File: config.mk
export PLATFORM = sky130hd
export DESIGN_NAME = lockstep_recovery
export DESIGN_NICKNAME = d
export VERILOG_FILES = /design/src/rtl/lsr_pkg.sv /design/src/rtl/lsr_cmp.sv /design/src/rtl/lsr_ckpt_rf.sv /design/src/rtl/lsr_seq.sv /design/src/rtl/lockstep_recovery.sv
export SDC_FILE = /design/constraint.sdc
export NUM_CORES = 2
export LEC_CHECK = 0
export ABC_CLOCK_PERIOD_IN_PS = 10900
export BUFFER_PORTS_ARGS = -buffer_cell sky130_fd_sc_hd__clkbuf_2
export CORE_ASPECT_RATIO = 2
export CORE_MARGIN = 5
export CORE_UTILIZATION = 25
export CTS_BUF_LIST = sky130_fd_sc_hd__clkbuf_8
export DETAILED_ROUTE_END_ITERATION = 16
export PLACE_DENSITY = 0.43
export SLEW_MARGIN = 25
export SYNTH_ARGS = -nofsm -noshare
export SYNTH_HDL_FRONTEND = slang
export SYNTH_SLANG_ARGS = --single-unit
File: constraint.sdc
create_clock -name clk -period 10.9 [get_ports clk]
set_input_delay 1.635 -clock clk [delete_from_list [all_inputs] [get_ports clk]]
set_output_delay 1.635 -clock clk [all_outputs]
set_load 0.01 [all_outputs]
File: src/rtl/lsr_pkg.sv
package lsr_pkg;
    typedef enum logic [2:0] {
        ST_IDLE,
        ST_CLEAR,
        ST_RESET,
        ST_RELOAD,
        ST_RESTART,
        ST_WATCH,
        ST_FAULT,
        ST_UNLOAD
    } lsr_state_e;
endpackage

File: src/rtl/lsr_cmp.sv
module lsr_cmp #(
    parameter int DATA_W = 64
) (
    input  logic              valid,
    input  logic [DATA_W-1:0] a,
    input  logic [DATA_W-1:0] b,
    output logic              agree,
    output logic              disagree
);
    always_comb begin
        agree    = valid && (a == b);
        disagree = valid && (a != b);
    end
endmodule

File: src/rtl/lsr_ckpt_rf.sv
module lsr_ckpt_rf #(
    parameter int DATA_W = 64,
    parameter int WORDS  = 17,
    parameter int IDX_W  = 5
) (
    input  logic              clk,
    input  logic              rst_n,
    input  logic              we,
    input  logic [IDX_W-1:0]  widx,
    input  logic [DATA_W-1:0] wdata,
    input  logic [IDX_W-1:0]  ridx,
    output logic [DATA_W-1:0] rdata
);
    logic [DATA_W-1:0] mem_q [WORDS];
    logic [DATA_W-1:0] mem_d [WORDS];

    always_comb begin
        for (int i = 0; i < WORDS; i++) begin
            mem_d[i] = mem_q[i];
            if (we && (widx == IDX_W'(i))) mem_d[i] = wdata;
        end
        rdata = '0;
        for (int i = 0; i < WORDS; i++)
            if (ridx == IDX_W'(i)) rdata = mem_q[i];
    end

    always_ff @(posedge clk) begin
        for (int i = 0; i < WORDS; i++)
            mem_q[i] <= rst_n ? mem_d[i] : '0;
    end


    wr_range_chk: assert property (@(posedge clk) disable iff (!rst_n)
        we |-> (widx < IDX_W'(WORDS)));

    for (genvar g = 0; g < WORDS; g++) begin : g_hold

        word_hold_chk: assert property (@(posedge clk) disable iff (!rst_n)
            !we |=> $stable(mem_q[g]));
    end
endmodule

File: src/rtl/lsr_seq.sv
module lsr_seq
    import lsr_pkg::*;
#(
    parameter int NREG    = 16,
    parameter int ARRAY_N = 8,
    parameter int RETRY_K = 16,
    parameter int CNT_W   = 8,
    localparam int IDX_W  = $clog2(NREG + 1),
    localparam int CLR_W  = (ARRAY_N > 1) ? $clog2(ARRAY_N) : 1
) (
    input  logic             clk,
    input  logic             rst_n,
    input  logic             agree,
    input  logic             disagree,
    input  logic             commit,
    input  logic             unl_ready,
    output lsr_state_e       state_o,
    output logic [IDX_W-1:0] word_idx,
    output logic [CLR_W-1:0] clr_idx,
    output logic             ck_we,
    output logic             fault,
    output logic             done,
    output logic [CNT_W-1:0] rec_cnt
);
    localparam int SA = $clog2(ARRAY_N + 1);
    localparam int SB = $clog2(NREG + 2);
    localparam int SC = $clog2(RETRY_K + 1);
    localparam int SAB = (SA > SB) ? SA : SB;
    localparam int SW = (SAB > SC) ? SAB : SC;

    typedef struct packed {
        lsr_state_e     state;
        logic [SW-1:0]  step;
        logic           fault;
        logic           done;
        logic [CNT_W-1:0] rec;
    } seq_t;

    seq_t q, d;
    logic good_commit;

    always_comb begin
        d = q;
        d.done = 1'b0;
        good_commit = agree && commit;
        ck_we = good_commit && ((q.state == ST_IDLE) || (q.state == ST_WATCH));
        case (q.state)
            ST_IDLE: if (disagree) begin
                d.state = ST_CLEAR;
                d.step  = '0;
                d.rec   = (q.rec == '1) ? q.rec : q.rec + 1'b1;
            end
            ST_CLEAR: begin
                if (q.step == SW'(ARRAY_N - 1)) begin
                    d.state = ST_RESET;
                    d.step  = '0;
                end else d.step = q.step + 1'b1;
            end
            ST_RESET: begin
                d.state = ST_RELOAD;
                d.step  = '0;
            end
            ST_RELOAD: begin
                if (q.step == SW'(NREG)) begin
                    d.state = ST_RESTART;
                    d.step  = '0;
                end else d.step = q.step + 1'b1;
            end
            ST_RESTART: begin
                d.state = ST_WATCH;
                d.step  = '0;
            end
            ST_WATCH: begin
                if (disagree) begin
                    d.state = ST_FAULT;
                    d.step  = '0;
                    d.fault = 1'b1;
                end else if (good_commit) begin
                    if (q.step == SW'(RETRY_K - 1)) begin
                        d.state = ST_IDLE;
                        d.step  = '0;
                    end else d.step = q.step + 1'b1;
                end
            end
            ST_FAULT: if (q.step == '0) begin
                d.state = ST_UNLOAD;
            end
            ST_UNLOAD: if (unl_ready) begin
                if (q.step == SW'(NREG)) begin
                    d.state = ST_FAULT;
                    d.step  = SW'(1);
                    d.done  = 1'b1;
                end else d.step = q.step + 1'b1;
            end
            default: d.state = ST_IDLE;
        endcase
    end

    always_ff @(posedge clk) begin
        if (!rst_n) begin
            q.state <= ST_IDLE;
            q.step  <= '0;
            q.fault <= 1'b0;
            q.done  <= 1'b0;
            q.rec   <= '0;
        end else begin
            q <= d;
        end
    end

    assign state_o  = q.state;
    assign word_idx = q.step[IDX_W-1:0];
    assign clr_idx  = q.step[CLR_W-1:0];
    assign fault    = q.fault;
    assign done     = q.done;
    assign rec_cnt  = q.rec;


    latch_after_clear_chk: assert property (@(posedge clk) disable iff (!rst_n)
        (q.state == ST_RESET) |-> ($past(q.state) == ST_CLEAR));

    restart_after_reload_chk: assert property (@(posedge clk) disable iff (!rst_n)
        (q.state == ST_RESTART) |-> ($past(q.state) == ST_RELOAD));

    retry_escalate_chk: assert property (@(posedge clk) disable iff (!rst_n)
        ((q.state == ST_WATCH) && disagree) |=> (q.fault && (q.state == ST_FAULT)));

    fault_sticky_chk: assert property (@(posedge clk) disable iff (!rst_n)
        q.fault |=> q.fault);

    rec_monotonic_chk: assert property (@(posedge clk) disable iff (!rst_n)
        (q.state != ST_IDLE) |=> (q.rec == $past(q.rec)));

    done_single_chk: assert property (@(posedge clk) disable iff (!rst_n)
        q.done |=> !q.done);
endmodule

File: src/rtl/lockstep_recovery.sv
module lockstep_recovery
    import lsr_pkg::*;
#(
    parameter int DATA_W  = 64,
    parameter int NREG    = 16,
    parameter int ARRAY_N = 8,
    parameter int RETRY_K = 16,
    parameter int CNT_W   = 8,
    localparam int IDX_W  = $clog2(NREG + 1),
    localparam int CLR_W  = (ARRAY_N > 1) ? $clog2(ARRAY_N) : 1
) (
    input  logic              clk,
    input  logic              rst_n,
    input  logic              in_valid,
    input  logic              in_commit,
    input  logic [IDX_W-1:0]  in_idx,
    input  logic [DATA_W-1:0] res_a,
    input  logic [DATA_W-1:0] res_b,
    output logic              arr_clr_en,
    output logic [CLR_W-1:0]  arr_clr_idx,
    output logic              latch_rst,
    output logic              wr_en,
    output logic [IDX_W-1:0]  wr_idx,
    output logic [DATA_W-1:0] wr_data,
    output logic              fetch_restart,
    output logic              busy,
    output logic              unl_valid,
    input  logic              unl_ready,
    output logic [DATA_W-1:0] unl_data,
    output logic              unl_done,
    output logic              hard_fault,
    output logic [CNT_W-1:0]  rec_count
);
    logic             agree, disagree, ck_we, rf_we;
    logic [IDX_W-1:0] word_idx;
    logic [DATA_W-1:0] rdata;
    lsr_state_e       st;

    lsr_cmp #(.DATA_W(DATA_W)) u_cmp (
        .valid(in_valid), .a(res_a), .b(res_b),
        .agree(agree), .disagree(disagree)
    );

    lsr_seq #(
        .NREG(NREG), .ARRAY_N(ARRAY_N), .RETRY_K(RETRY_K), .CNT_W(CNT_W)
    ) u_seq (
        .clk(clk), .rst_n(rst_n), .agree(agree), .disagree(disagree),
        .commit(in_commit), .unl_ready(unl_ready), .state_o(st),
        .word_idx(word_idx), .clr_idx(arr_clr_idx), .ck_we(ck_we),
        .fault(hard_fault), .done(unl_done), .rec_cnt(rec_count)
    );

    assign rf_we = ck_we && (in_idx <= IDX_W'(NREG));

    lsr_ckpt_rf #(.DATA_W(DATA_W), .WORDS(NREG + 1), .IDX_W(IDX_W)) u_rf (
        .clk(clk), .rst_n(rst_n), .we(rf_we), .widx(in_idx), .wdata(res_a),
        .ridx(word_idx), .rdata(rdata)
    );

    always_comb begin
        arr_clr_en    = (st == ST_CLEAR);
        latch_rst     = (st == ST_RESET);
        wr_en         = (st == ST_RELOAD);
        fetch_restart = (st == ST_RESTART);
        busy          = arr_clr_en || latch_rst || wr_en || fetch_restart;
        unl_valid     = (st == ST_UNLOAD);
        wr_idx        = word_idx;
        wr_data       = rdata;
        unl_data      = rdata;
    end


    busy_no_write_chk: assert property (@(posedge clk) disable iff (!rst_n)
        busy |-> !rf_we);

    unload_hold_chk: assert property (@(posedge clk) disable iff (!rst_n)
        (unl_valid && !unl_ready) |=> (unl_valid && $stable(unl_data)));

    unload_needs_fault_chk: assert property (@(posedge clk) disable iff (!rst_n)
        unl_valid |-> hard_fault);
endmodule

==> qor.yml <==
yosysSeqAreaShare: 0.421
synth_ff_type: "dfxtp_1"
finalClockSkew_ns: 0.0530
ys_ff_latch: 1106
routed.top_layer: "met5"
setup_viol: 0
wl_met2_um: 130000
min_period_ns: 7.80
ios: 290
yosysUniqueCellTypes: 90
status: "finished, final reports clean"
finalPower_w: 0.00888
grt_first_pass_wirelength_um: 358000
holdCritPathClass: "reg -> reg"
fill_cells: 22800
drt_drc_violations_left: 0
syn_to_final_growth_pct: 9.52
cts_sinks: 1106
postRouteAntennaNets: 0
drive_gt1_frac: 0.157
path_common_cell: "buf_4"
grt_max_degree: 203
drv_slew: 0
post_cts_buffers: 0
rsz0062_at_grt: "no"
cts_buffers: 168
slew_headroom: 0.221
drt-pass1-iter-count: 7
crit_chain: "buf_4 -> nand4bb_4 -> buf_4 -> buf_4 -> nand3_1 -> a221oi_1 -> o21ai_0 -> o2111ai_1 -> a21o_1 -> a21oi_1 -> clkbuf_2"
power_density_nw_per_um2: 154
required_ns: 9.27
yosysWarningCount: 0
place.detailed.hpwl_um: 158000
cts_tree: "yes"
async_reset_ff_frac: 0
num_vias: 50700
start_util: 0.251
grt_overflow: 0
wl_met3_um: 12600
clk_pin_slew_worst_paths_ns: 0.07
worstMarginPinSlew_ns: 1.17
avgSynthCellArea_um2: 7.62
crit_buf_inv: 4
core_area_um2: 210000
dpl.cell_count: 9311
fmax_mhz: 128
worst_setup_path_end_kind: "output pin"
fin_cells: 9593
wire_per_inst_um: 26.3
fp.dieH_um: 659
syn-num-nets: 7054
dieArea_um2: 220000
synth_edf_count: 0
critical_path.top_delay_family: "compound AO/OA/AOI/OAI gates"
min_period_over_period: 0.716
cts_resized: 0
critPathKind: "reg -> out"
cap_violations: 0
finalHoldViolCount: 0
slowest_delay_ns: 0.84
leakage_nw: 18.5
hold_buffers: 0
antenna_found_initial: 5
grt_usage: 0.218
crit_arrival_ns: 6.17
ctsHtreeMaxLevel: 4
clock_latency_ns: 0.92
grt_pass1_vias: 49400
wl_um: 252000
gp_congestion: 0.822
clock_path_buffers: 4
start_kind: "flop"
fin_setup_tns_ns: 0
rows: 238
final_util: 0.275
ir_drop_mv: 0.106
io_buffers: 289
drt_iter0_markers: 4649
syn_inst: 6909
syn_area_um2: 52700
cts-root-buf: "clkbuf_8"
finalNetCount: 6866
vias_per_cell: 5.29
critPathMaxFanout: 32
fp.dieW_um: 335
crit_path_top_delay_cell: "dfxtp_2"
drt-met1-wl_um: 91700
-- final timing paths --
path	startpoint	endpoint	slack, ns	cells after the start
max	u_seq.word_idx[2]	wr_data[20]	3.10	11
min	u_rf.mem_q[0][7]	u_rf.mem_q[0][7]	0.45	2
max reg2reg	u_seq.state_o[2]	u_rf.mem_q[0][77]	7.17	7
min reg2reg	u_rf.mem_q[0][7]	u_rf.mem_q[0][7]	0.45	2
-- routing by layer --
| metal | vias up | global-route usage |
|---|---|---|
| met4 | 2 | 0.130 |
| met1 | 25100 | 0.237 |
| met3 | 551 | 0.0215 |
| li1 | 23000 | - |
| met2 | 2054 | 0.404 |
| met5 | - | 0 |
-- Yosys cell counts (12+ instances only) --
cell | n | area share
and3_1 | 18 | 0.0021
nor3_1 | 40 | 0.0038
or3_1 | 27 | 0.0032
inv_1 | 22 | 0.0016
buf_6 | 71 | 0.015
a21oi_1 | 1014 | 0.096
nand2_1 | 2288 | 0.16
a211oi_1 | 21 | 0.0030
xnor2_1 | 65 | 0.011
buf_2 | 205 | 0.019
a221oi_1 | 91 | 0.015
a31oi_1 | 31 | 0.0037
a31o_1 | 13 | 0.0022
o221ai_1 | 47 | 0.0078
o21ai_0 | 216 | 0.021
buf_4 | 163 | 0.023
a32oi_1 | 23 | 0.0038
a311oi_1 | 19 | 0.0032
nand2b_1 | 14 | 0.0017
clkbuf_1 | 304 | 0.022
nand4_1 | 27 | 0.0032
o21ai_1 | 19 | 0.0018
a21oi_2 | 253 | 0.042
o211ai_1 | 57 | 0.0081
o2bb2ai_1 | 18 | 0.0030
nor2_1 | 175 | 0.012
a21o_1 | 12 | 0.0017
and2_1 | 20 | 0.0024
dfxtp_1 | 1106 | 0.42
o22ai_1 | 97 | 0.012
buf_1 | 19 | 0.0014
nand3b_1 | 13 | 0.0019
nand2_2 | 61 | 0.0072
a221o_1 | 23 | 0.0044
a221oi_2 | 12 | 0.0034
a22oi_1 | 34 | 0.0048
nand3_1 | 44 | 0.0042
o2111ai_1 | 15 | 0.0025
nor2b_1 | 20 | 0.0024
a211o_1 | 17 | 0.0028
-- area by class of cell --
cell class	count	area, µm²	share of cell area
inverters	24	97.6	0.00169
flip-flops and latches	1106	22100	0.384
repair buffers	421	2520	0.0437
well taps	2760	3450	0.0599
clock buffers	206	2840	0.0492
diodes	5	12.5	0.000217
clock inverters	71	338	0.00586
multi-input cells	5000	26300	0.455
-- cells by family (layout without fill, tap and decap cells) --
family                     count (synthesis)  in the layout  share of synthesized area
xor gates and xnor gates                  66             66                     0.0110
buffers and inverters                    803            722                     0.0882
other                                      0              5                          0
AOI/OAI and AO/OA                       2098           2098                      0.254
and+or+nand+nor                         2822           2822                      0.224
muxes                                      7              7                    0.00133
adders and majority gates                  7              7                    0.00166
DFF                                     1106           1106                      0.421
-- worst register-to-register path, delay by kind of cell (launching register included) --
family                 cells  cell delay (ns)
AO/OA/AOI/OAI              2             0.43
buffers and inverters      2             1.35
flip-flops                 1             0.49
AND/OR/NAND/NOR            3             1.39
-- flip-flops by register name (all words and copies together), names as in the netlist --
signal / cells
u_rf.mem_q: 1088
u_seq.fault: 1
u_seq.word_idx: 5
u_seq.done: 1
u_seq.state_o: 3
u_seq.rec_cnt: 8
-- stage by stage --
step | setup WS (ns) | hold slack (ns) | cell area [µm²]
floorplan | 5.79 | 0.427 | 52700
global placement | 3.02 | 0.433 | 54400
detailed placement | 3.90 | 0.439 | 54500
CTS | 3.07 | 0.448 | 57600
global route | 3.08 | 0.457 | 57700
finish | 3.10 | 0.447 | 57700
-- layout by cell type (no fill, tap or decap), drive strengths merged, types with 58 or more instances in the layout --
master / count
a21oi: 1267
a221oi: 103
buf: 132
clkbuf: 495
dfxtp: 1106
inv: 78
nand2: 2349
nand3: 60
nor2: 178
o211ai: 58
o21ai: 235
o22ai: 97
xnor2: 65
-- power breakdown --
part           switching (W)  internal, W  leakage (nW)
sequential         0.0000296      0.00405          8.90
combinational       0.000948     0.000319          7.73
clock                0.00180      0.00174          1.86
Power figures use the tool's default switching activity.
